**src/rtl/btm_pkg.sv**
```systemverilog
package btm_pkg;
  localparam int unsigned CFG_W = 8;
  localparam int unsigned ADDR_W = 8;

  typedef logic [CFG_W-1:0] cfg_byte_t;

  typedef struct packed {
    cfg_byte_t wait_lim;
    cfg_byte_t retry_lim;
  } btm_cfg_t;
endpackage

```
**src/rtl/btm_wait_timer.sv**
```systemverilog
module btm_wait_timer #(
  parameter int unsigned CFG_W = 8,
  parameter int unsigned LSB_ZERO = 5
) (
  input  logic             clk_i,
  input  logic             rst_ni,
  input  logic             active_i,
  input  logic             ready_i,
  input  logic [CFG_W-1:0] lim_i,
  output logic             hit_o
);
  localparam int unsigned TW = CFG_W + LSB_ZERO;
  localparam logic [TW-1:0] CNT_MAX = '1;

  logic [TW-1:0] cnt_q;
  logic [TW-1:0] limit;
  logic          waiting;

  assign limit   = TW'(lim_i) << LSB_ZERO;
  assign waiting = active_i & ~ready_i;
  // cnt_q holds the number of earlier consecutive waiting cycles
  assign hit_o   = waiting && (lim_i != '0) && (cnt_q >= limit);

  always_ff @(posedge clk_i or negedge rst_ni) begin
    if (!rst_ni)              cnt_q <= '0;
    else if (!waiting)        cnt_q <= '0;
    else if (cnt_q != CNT_MAX) cnt_q <= cnt_q + 1'b1;
  end
endmodule

```
**src/rtl/btm_retry_counter.sv**
```systemverilog
module btm_retry_counter #(
  parameter int unsigned CFG_W = 8
) (
  input  logic             clk_i,
  input  logic             rst_ni,
  input  logic             active_i,
  input  logic             ready_i,
  input  logic             retry_i,
  input  logic [CFG_W-1:0] lim_i,
  output logic             hit_o
);
  localparam logic [CFG_W-1:0] CNT_MAX = '1;

  logic [CFG_W-1:0] cnt_q;
  logic             retry_seen;
  logic             clean_done;

  assign retry_seen = active_i & retry_i;
  assign clean_done = active_i & ready_i & ~retry_i;
  assign hit_o      = retry_seen && (lim_i != '0) && (cnt_q >= lim_i);

  always_ff @(posedge clk_i or negedge rst_ni) begin
    if (!rst_ni)           cnt_q <= '0;
    else if (retry_seen) begin
      if (cnt_q != CNT_MAX) cnt_q <= cnt_q + 1'b1;
    end
    else if (clean_done)   cnt_q <= '0;
  end
endmodule

```
**src/rtl/btm_cfg_regs.sv**
```systemverilog
module btm_cfg_regs
  import btm_pkg::*;
#(
  parameter logic [ADDR_W-1:0] WAIT_OFF  = 8'h40,
  parameter logic [ADDR_W-1:0] RETRY_OFF = 8'h41,
  parameter logic [ADDR_W-1:0] ERR_OFF   = 8'h42,
  parameter cfg_byte_t         WAIT_RST  = 8'h00,
  parameter cfg_byte_t         RETRY_RST = 8'h80
) (
  input  logic              clk_i,
  input  logic              rst_ni,
  input  logic              we_i,
  input  logic [ADDR_W-1:0] addr_i,
  input  cfg_byte_t         wdata_i,
  input  logic              err_i,
  output btm_cfg_t          cfg_o,
  output cfg_byte_t         rdata_o,
  output logic              err_clr_o
);
  btm_cfg_t cfg_q;

  always_ff @(posedge clk_i or negedge rst_ni) begin
    if (!rst_ni) begin
      cfg_q.wait_lim  <= WAIT_RST;
      cfg_q.retry_lim <= RETRY_RST;
    end else if (we_i) begin
      if (addr_i == WAIT_OFF)  cfg_q.wait_lim  <= wdata_i;
      if (addr_i == RETRY_OFF) cfg_q.retry_lim <= wdata_i;
    end
  end

  always_comb begin
    rdata_o = '0;
    if (addr_i == WAIT_OFF)       rdata_o = cfg_q.wait_lim;
    else if (addr_i == RETRY_OFF) rdata_o = cfg_q.retry_lim;
    else if (addr_i == ERR_OFF)   rdata_o = {{(CFG_W-1){1'b0}}, err_i};
  end

  assign err_clr_o = we_i && (addr_i == ERR_OFF) && wdata_i[0];
  assign cfg_o     = cfg_q;
endmodule

```
**src/rtl/bus_timeout_mon.sv**
```systemverilog
module bus_timeout_mon
  import btm_pkg::*;
#(
  parameter int unsigned       WAIT_LSB  = 5,
  parameter logic [ADDR_W-1:0] WAIT_OFF  = 8'h40,
  parameter logic [ADDR_W-1:0] RETRY_OFF = 8'h41,
  parameter logic [ADDR_W-1:0] ERR_OFF   = 8'h42,
  parameter cfg_byte_t         RETRY_RST = 8'h80
) (
  input  logic              clk_i,
  input  logic              rst_ni,
  input  logic              reg_we_i,
  input  logic [ADDR_W-1:0] reg_addr_i,
  input  logic [CFG_W-1:0]  reg_wdata_i,
  output logic [CFG_W-1:0]  reg_rdata_o,
  input  logic              txn_active_i,
  input  logic              trdy_i,
  input  logic              retry_i,
  output logic              fatal_err_o
);
  btm_cfg_t cfg;
  logic     err_q;
  logic     err_clr;
  logic     wait_hit;
  logic     retry_hit;

  btm_cfg_regs #(
    .WAIT_OFF (WAIT_OFF),
    .RETRY_OFF(RETRY_OFF),
    .ERR_OFF  (ERR_OFF),
    .WAIT_RST (8'h00),
    .RETRY_RST(RETRY_RST)
  ) u_regs (
    .clk_i    (clk_i),
    .rst_ni   (rst_ni),
    .we_i     (reg_we_i),
    .addr_i   (reg_addr_i),
    .wdata_i  (reg_wdata_i),
    .err_i    (err_q),
    .cfg_o    (cfg),
    .rdata_o  (reg_rdata_o),
    .err_clr_o(err_clr)
  );

  btm_wait_timer #(
    .CFG_W   (CFG_W),
    .LSB_ZERO(WAIT_LSB)
  ) u_wait (
    .clk_i   (clk_i),
    .rst_ni  (rst_ni),
    .active_i(txn_active_i),
    .ready_i (trdy_i),
    .lim_i   (cfg.wait_lim),
    .hit_o   (wait_hit)
  );

  btm_retry_counter #(
    .CFG_W(CFG_W)
  ) u_retry (
    .clk_i   (clk_i),
    .rst_ni  (rst_ni),
    .active_i(txn_active_i),
    .ready_i (trdy_i),
    .retry_i (retry_i),
    .lim_i   (cfg.retry_lim),
    .hit_o   (retry_hit)
  );

  // a new error wins over a same-cycle clear
  always_ff @(posedge clk_i or negedge rst_ni) begin
    if (!rst_ni)                   err_q <= 1'b0;
    else if (wait_hit | retry_hit) err_q <= 1'b1;
    else if (err_clr)              err_q <= 1'b0;
  end

  assign fatal_err_o = err_q;
endmodule

```
**config.mk**
```make
export PLATFORM = sky130hd
export DESIGN_NAME = bus_timeout_mon
export DESIGN_NICKNAME = d
export VERILOG_FILES = /design/src/rtl/btm_pkg.sv /design/src/rtl/btm_wait_timer.sv /design/src/rtl/btm_retry_counter.sv /design/src/rtl/btm_cfg_regs.sv /design/src/rtl/bus_timeout_mon.sv
export SDC_FILE = /design/constraint.sdc
export NUM_CORES = 1
export LEC_CHECK = 0
export BUFFER_PORTS_ARGS = -buffer_cell sky130_fd_sc_hd__buf_2
export CORE_MARGIN = 10
export CORE_UTILIZATION = 56
export CTS_BUF_LIST = sky130_fd_sc_hd__clkbuf_16
export DETAILED_ROUTE_END_ITERATION = 12
export PLACE_DENSITY = 0.78
export SYNTH_ARGS = -nofsm -noshare
export SYNTH_HDL_FRONTEND = slang
export SYNTH_SLANG_ARGS = --single-unit
```
**constraint.sdc**
```tcl
create_clock -name clk_i -period 3.6 [get_ports clk_i]
set_input_delay 0 -clock clk_i [delete_from_list [all_inputs] [get_ports clk_i]]
set_output_delay 0 -clock clk_i [all_outputs]
set_load 0.02 [all_outputs]
```
======== After elaboration in Yosys (flattened, before gate mapping) ========
Cells that the tools add are included.
word-level totals
  output and inout port bits .............. 9
  register bits after elaboration ......... 38
cells by class
  reductions and logical operators ........ 13
  muxes and demuxes ....................... 10
  magnitude comparators ................... 2
  eq/ne operators ......................... 7
  bitwise logic cells ..................... 7
  $add $sub $neg .......................... 2
operators with widths
  cell                     number
  $mux W8                  5
  $mux W13                 2
  $eq A8 B7 Y1 const B     3
  $reduce_bool A8 Y1       2
  $add A13 B1 Y13 const B  1
  $ge A13 B13 Y1           1
  $ne A13 B13 Y1 const B   1
  $add A8 B1 Y8 const B    1
  $ge A8 B8 Y1             1
  $ne A8 B8 Y1 const B     1
  $logic_and A1 B1 Y1      6
  $reduce_and A2 Y1        3
  $and A1 B1 Y1            4
  $ne A2 B2 Y1 const B     2
  $reduce_bool A2 Y1       2
  $mux W1                  3
  $not A1 Y1               2
  $or A1 B1 Y1             1

======== Logic depth before layout (Yosys ltp) ========
  word-level depth ........................ 6
  depth in mapped cells ................... 7
  mapped depth without buffers ............ 7

======== Modules after synthesis ========
Synthesis repeated with hierarchy kept, for this count alone.
second synthesis, totals
  cell total of the unflattened synthesis .. 247
  area total of the unflattened synthesis .. 2452.4 µm²
modules (own cells, without submodules)
  module             instances  cells each  sequential area each (µm²)  area each (µm²)
  btm_wait_timer     1          103         325.3                       923.4
  btm_cfg_regs       1          63          401.6                       829.5
  btm_retry_counter  1          77          200.2                       661.9
  bus_timeout_mon    1          4           25.0                        37.5

======== Least setup slack after synthesis ========
No wires, ideal clock.
  path type ............................... register to register
  from .................................... reg u_wait.cnt_q[0]
  to ...................................... reg u_wait.cnt_q[11]
  path slack .............................. 2063 ps
  path buffers ............................ 0
  data required time ...................... 3464 ps
  data arrival time ....................... 1401 ps
  stages on the path, launching flop included .. 6
  cell sequence ........................... dfrtp_1 > ha_1 > nand3_1 > o311ai_1 > or3_1 > a21oi_1
between the ends
  word-level cells in the longest chain between the ends .. 3
ends and longest elaborated chain
  what                    RTL line              source
  start, declared         btm_wait_timer.sv:15  logic [TW-1:0] cnt_q;
  start signal, assigned  btm_wait_timer.sv:27  else if (cnt_q != CNT_MAX) cnt_q <= cnt_q + 1'b1;
  $add A13 B1 Y13         btm_wait_timer.sv:27
  $mux W13                btm_wait_timer.sv:27
  $mux W13                btm_wait_timer.sv:26  else if (!waiting) cnt_q <= '0;
Several ways; a longest one is shown, not always the timed one. The select of a mux whose other input is x is not followed.
A chain may end at the register's enable or synchronous reset.

======== Worst setup path in the final report ========
  from .................................... reg u_wait.cnt_q[7]
  to ...................................... reg u_wait.cnt_q[7]
The elaborated chain is that of the path after synthesis.

==> results.cfg <==
[outcome]
status = finished, final reports clean

[setup_path]
crit_path_top_delay_cell = o311ai_1
worst_setup_path_end_kind = flop
cp_cell_sequence = and3_1, nand3_1, o311ai_1, o21ai_0, a21oi_1
cp.arrival_ns = 2.10
required_ns = 3.80
startpoint_type = flop
crit_fanout = 7
worstSetupPathType = flop to flop
slowest_delay_ns = 0.66

[layout]
synthToLayoutAreaGrowth_pct = 19.5
diodes = 0
finalNonFillerCells = 325
drive_gt1_frac = 0.215
multi_input_area_sq_um = 1280
postLayoutCellArea_sq_um = 2790
nets = 315
fillers = 301
regArea_sq_um = 952
final_util = 0.693

[yosys]
ys.flop_type = dfrtp_1
synth_area_leaders = dfrtp_1 (40%), ha_1 (10%), mux2_2 (8.2%)
synth_cell_types = 41
yosysTopAreaCell = dfrtp_1
synthTopCellsByCount = dfrtp_1 (37), nor2_1 (25), inv_1 (20), ha_1 (19), mux2_2 (17)
ys_seq_elements = 38
ys.warnings.count = 0
syn_area_sq_um = 2340
synth.avg_cell_area_sq_um = 9.99
syn_nets = 275
syn_inst = 234
synth_edf_count = 0
yosysTopAreaCellShare = 0.396
yosysSeqAreaShare = 0.407
yosysMostFrequentCell = dfrtp_1
ys_async_sr_fraction = 1.00

[cts]
clkTransAtPathRegs_ns = 0.06
clkLatencyLatePin_ns = 0.28
cts_inserted_buffers = 5
clock_sinks = 38
cts-root-buf = clkbuf_16
htree_levels = 2
cts_buffer_depth = 2
cts_tree = yes
cts_resized = 0

[floorplan]
num_rows = 23
fp.coreArea_sq_um = 4030
die_y_um = 84.6
die_w_um = 84.6
initial_core_util = 0.580
io_pins = 31
die-area_sq_um = 7160

[power_and_ir_drop]
leakage_nw = 1.38
p_switching_mw = 0.273
p_int_mw = 0.915
power_frac_seq = 0.405
vdd_drop_max_mv = 0.245
pwr_density_cell_nw_per_um2 = 425
combPwrFrac = 0.119
power_mw = 1.19
p_sw_frac = 0.230
p_clk_frac = 0.475

[grt]
grt_max_degree = 39
grt_pass1_wl_mm = 9.07
grt-ovfl-total = 0
antenna_found_initial = 0
track_usage = 0.151
grt_pass1_vias = 1859

[placement]
portBuffers = 30
place_congestion = 0.868
dp_hpwl_mm = 3.82
postPlaceCellArea_sq_um = 2520
dp.cells = 309

[routing]
top_layer = met4
drcViolationCount = 0
drt_iter0_drc = 146
vias = 1896
met2RoutedLength_mm = 2.37
wire_per_inst_um = 16.0
drt-met1-wl_mm = 2.42
avgViaCountPerCell = 5.83
drt_wl_total_mm = 5.19
drtAntennaViolNets = 0
route.met3.wl_um = 352
first_pass_iters = 4

[sta]
finalCritPeriodShare = 0.529
maxSlewHeadroom = 0.437
drv_slew = 0
finalSetupViolCount = 0
hold_viol_final = 0
worst_pin_slew_ns = 0.844
fin_skew_ns = 0.00523
grt_setup_unrepaired = no
tns_ns = 0
fmax_mhz = 525
period_needed_ns = 1.90

[min_path]
hp-class = primary input to flop

[job]
drv_cap = 0
-- flip-flops by register name (all words and copies together), names as in the netlist --
signal / cells
u_wait.cnt_q: 13
fatal_err_o: 1
u_retry.cnt_q: 8
u_regs.cfg_o: 16
-- worst max-delay path, delay by kind of cell (launching register included) --
kind / cells / cell delay, ns
AOI/OAI and AO/OA: 3 / 1.01
DFF: 1 / 0.42
and+or+nand+nor: 2 / 0.40
-- worst paths after layout --
path | to | start | cells past startpoint | slack [ns]
min | u_regs.cfg_o[8] | reg_wdata_i[0] | 2 | 0.01
max in group asynchronous | fatal_err_o | rst_ni | 2 | 2.70
max reg2reg | u_wait.cnt_q[7] | u_wait.cnt_q[7] | 5 | 1.70
min in group asynchronous | u_wait.cnt_q[1] | rst_ni | 2 | 0.36
min reg2reg | u_wait.cnt_q[2] | u_wait.cnt_q[2] | 1 | 0.55
max | u_wait.cnt_q[7] | u_wait.cnt_q[7] | 5 | 1.70
-- layer usage --
| layer | vias up | global-route usage |
|---|---|---|
| li1 | 936 | - |
| met1 | 910 | 0.194 |
| met2 | 45 | 0.236 |
| met3 | 5 | 0.0464 |
| met4 | 0 | 0.0449 |
| met5 | - | 0 |
-- power by group through the flow --
stage | sequential [mW] | combinational, mW | clock [mW]
6_report | 0.482 | 0.142 | 0.565
5_1_grt | 0.487 | 0.162 | 0.592
4_1_cts | 0.482 | 0.143 | 0.567
3_5_place_dp | 0.489 | 0.135 | 0
3_3_place_gp | 0.489 | 0.131 | 0
2_1_floorplan | 0.478 | 0.0978 | 0
-- cells by family after synthesis --
logic type      count (synthesis)  share of synthesized area
simple gates                   78                      0.174
compound gates                 38                      0.116
flops                          38                      0.407
mux                            26                      0.120
buf+inv                        25                     0.0433
fa+ha+maj                      19                      0.102
xor+xnor                       10                     0.0375
-- final cells by class --
cell class / count / share of cell area
clock inverter: 3 / 0.0228
sequential: 38 / 0.341
inverter: 20 / 0.0269
tap: 50 / 0.0224
timing repair buffer: 38 / 0.0824
multi-input combinational: 171 / 0.460
clock buffer: 5 / 0.0448
-- cell usage in the layout (no fill, tap or decap), types with 2 or more instances in the layout --
master	instances
a211oi_1	2
a21o_1	2
a21oi_1	7
a31oi_1	4
a41oi_1	3
and3_1	10
buf_2	30
bufinv_16	2
clkbuf_16	5
dfrtp_1	37
dlygate4sd3_1	8
ha_1	19
inv_1	20
mux2_2	17
mux2i_1	9
nand2_1	9
nand2b_1	2
nand3_1	14
nand4_1	5
nor2_1	25
nor4_1	4
o211a_1	3
o211ai_1	2
o21ai_0	7
or3_1	3
xnor2_1	5
xor2_1	5
-- through the flow --
step | hold WS [ns] | setup slack (ns)
finish | 0.0114 | 1.70
detailed placement | 0.149 | 1.78
floorplan | -0.296 | 2.06
global placement | 0.149 | 1.77
CTS | 0.0144 | 1.75
global route | 0.0125 | 1.59
-- timing repair --
action                                 4_1_cts  5_1_grt
hold buffers                                 8        0
setup endpoints to repair                    0        0
setup buffers                                0        0
endpoints found under the hold margin       51        0
No activity file was read; power rests on OpenSTA's default activity.
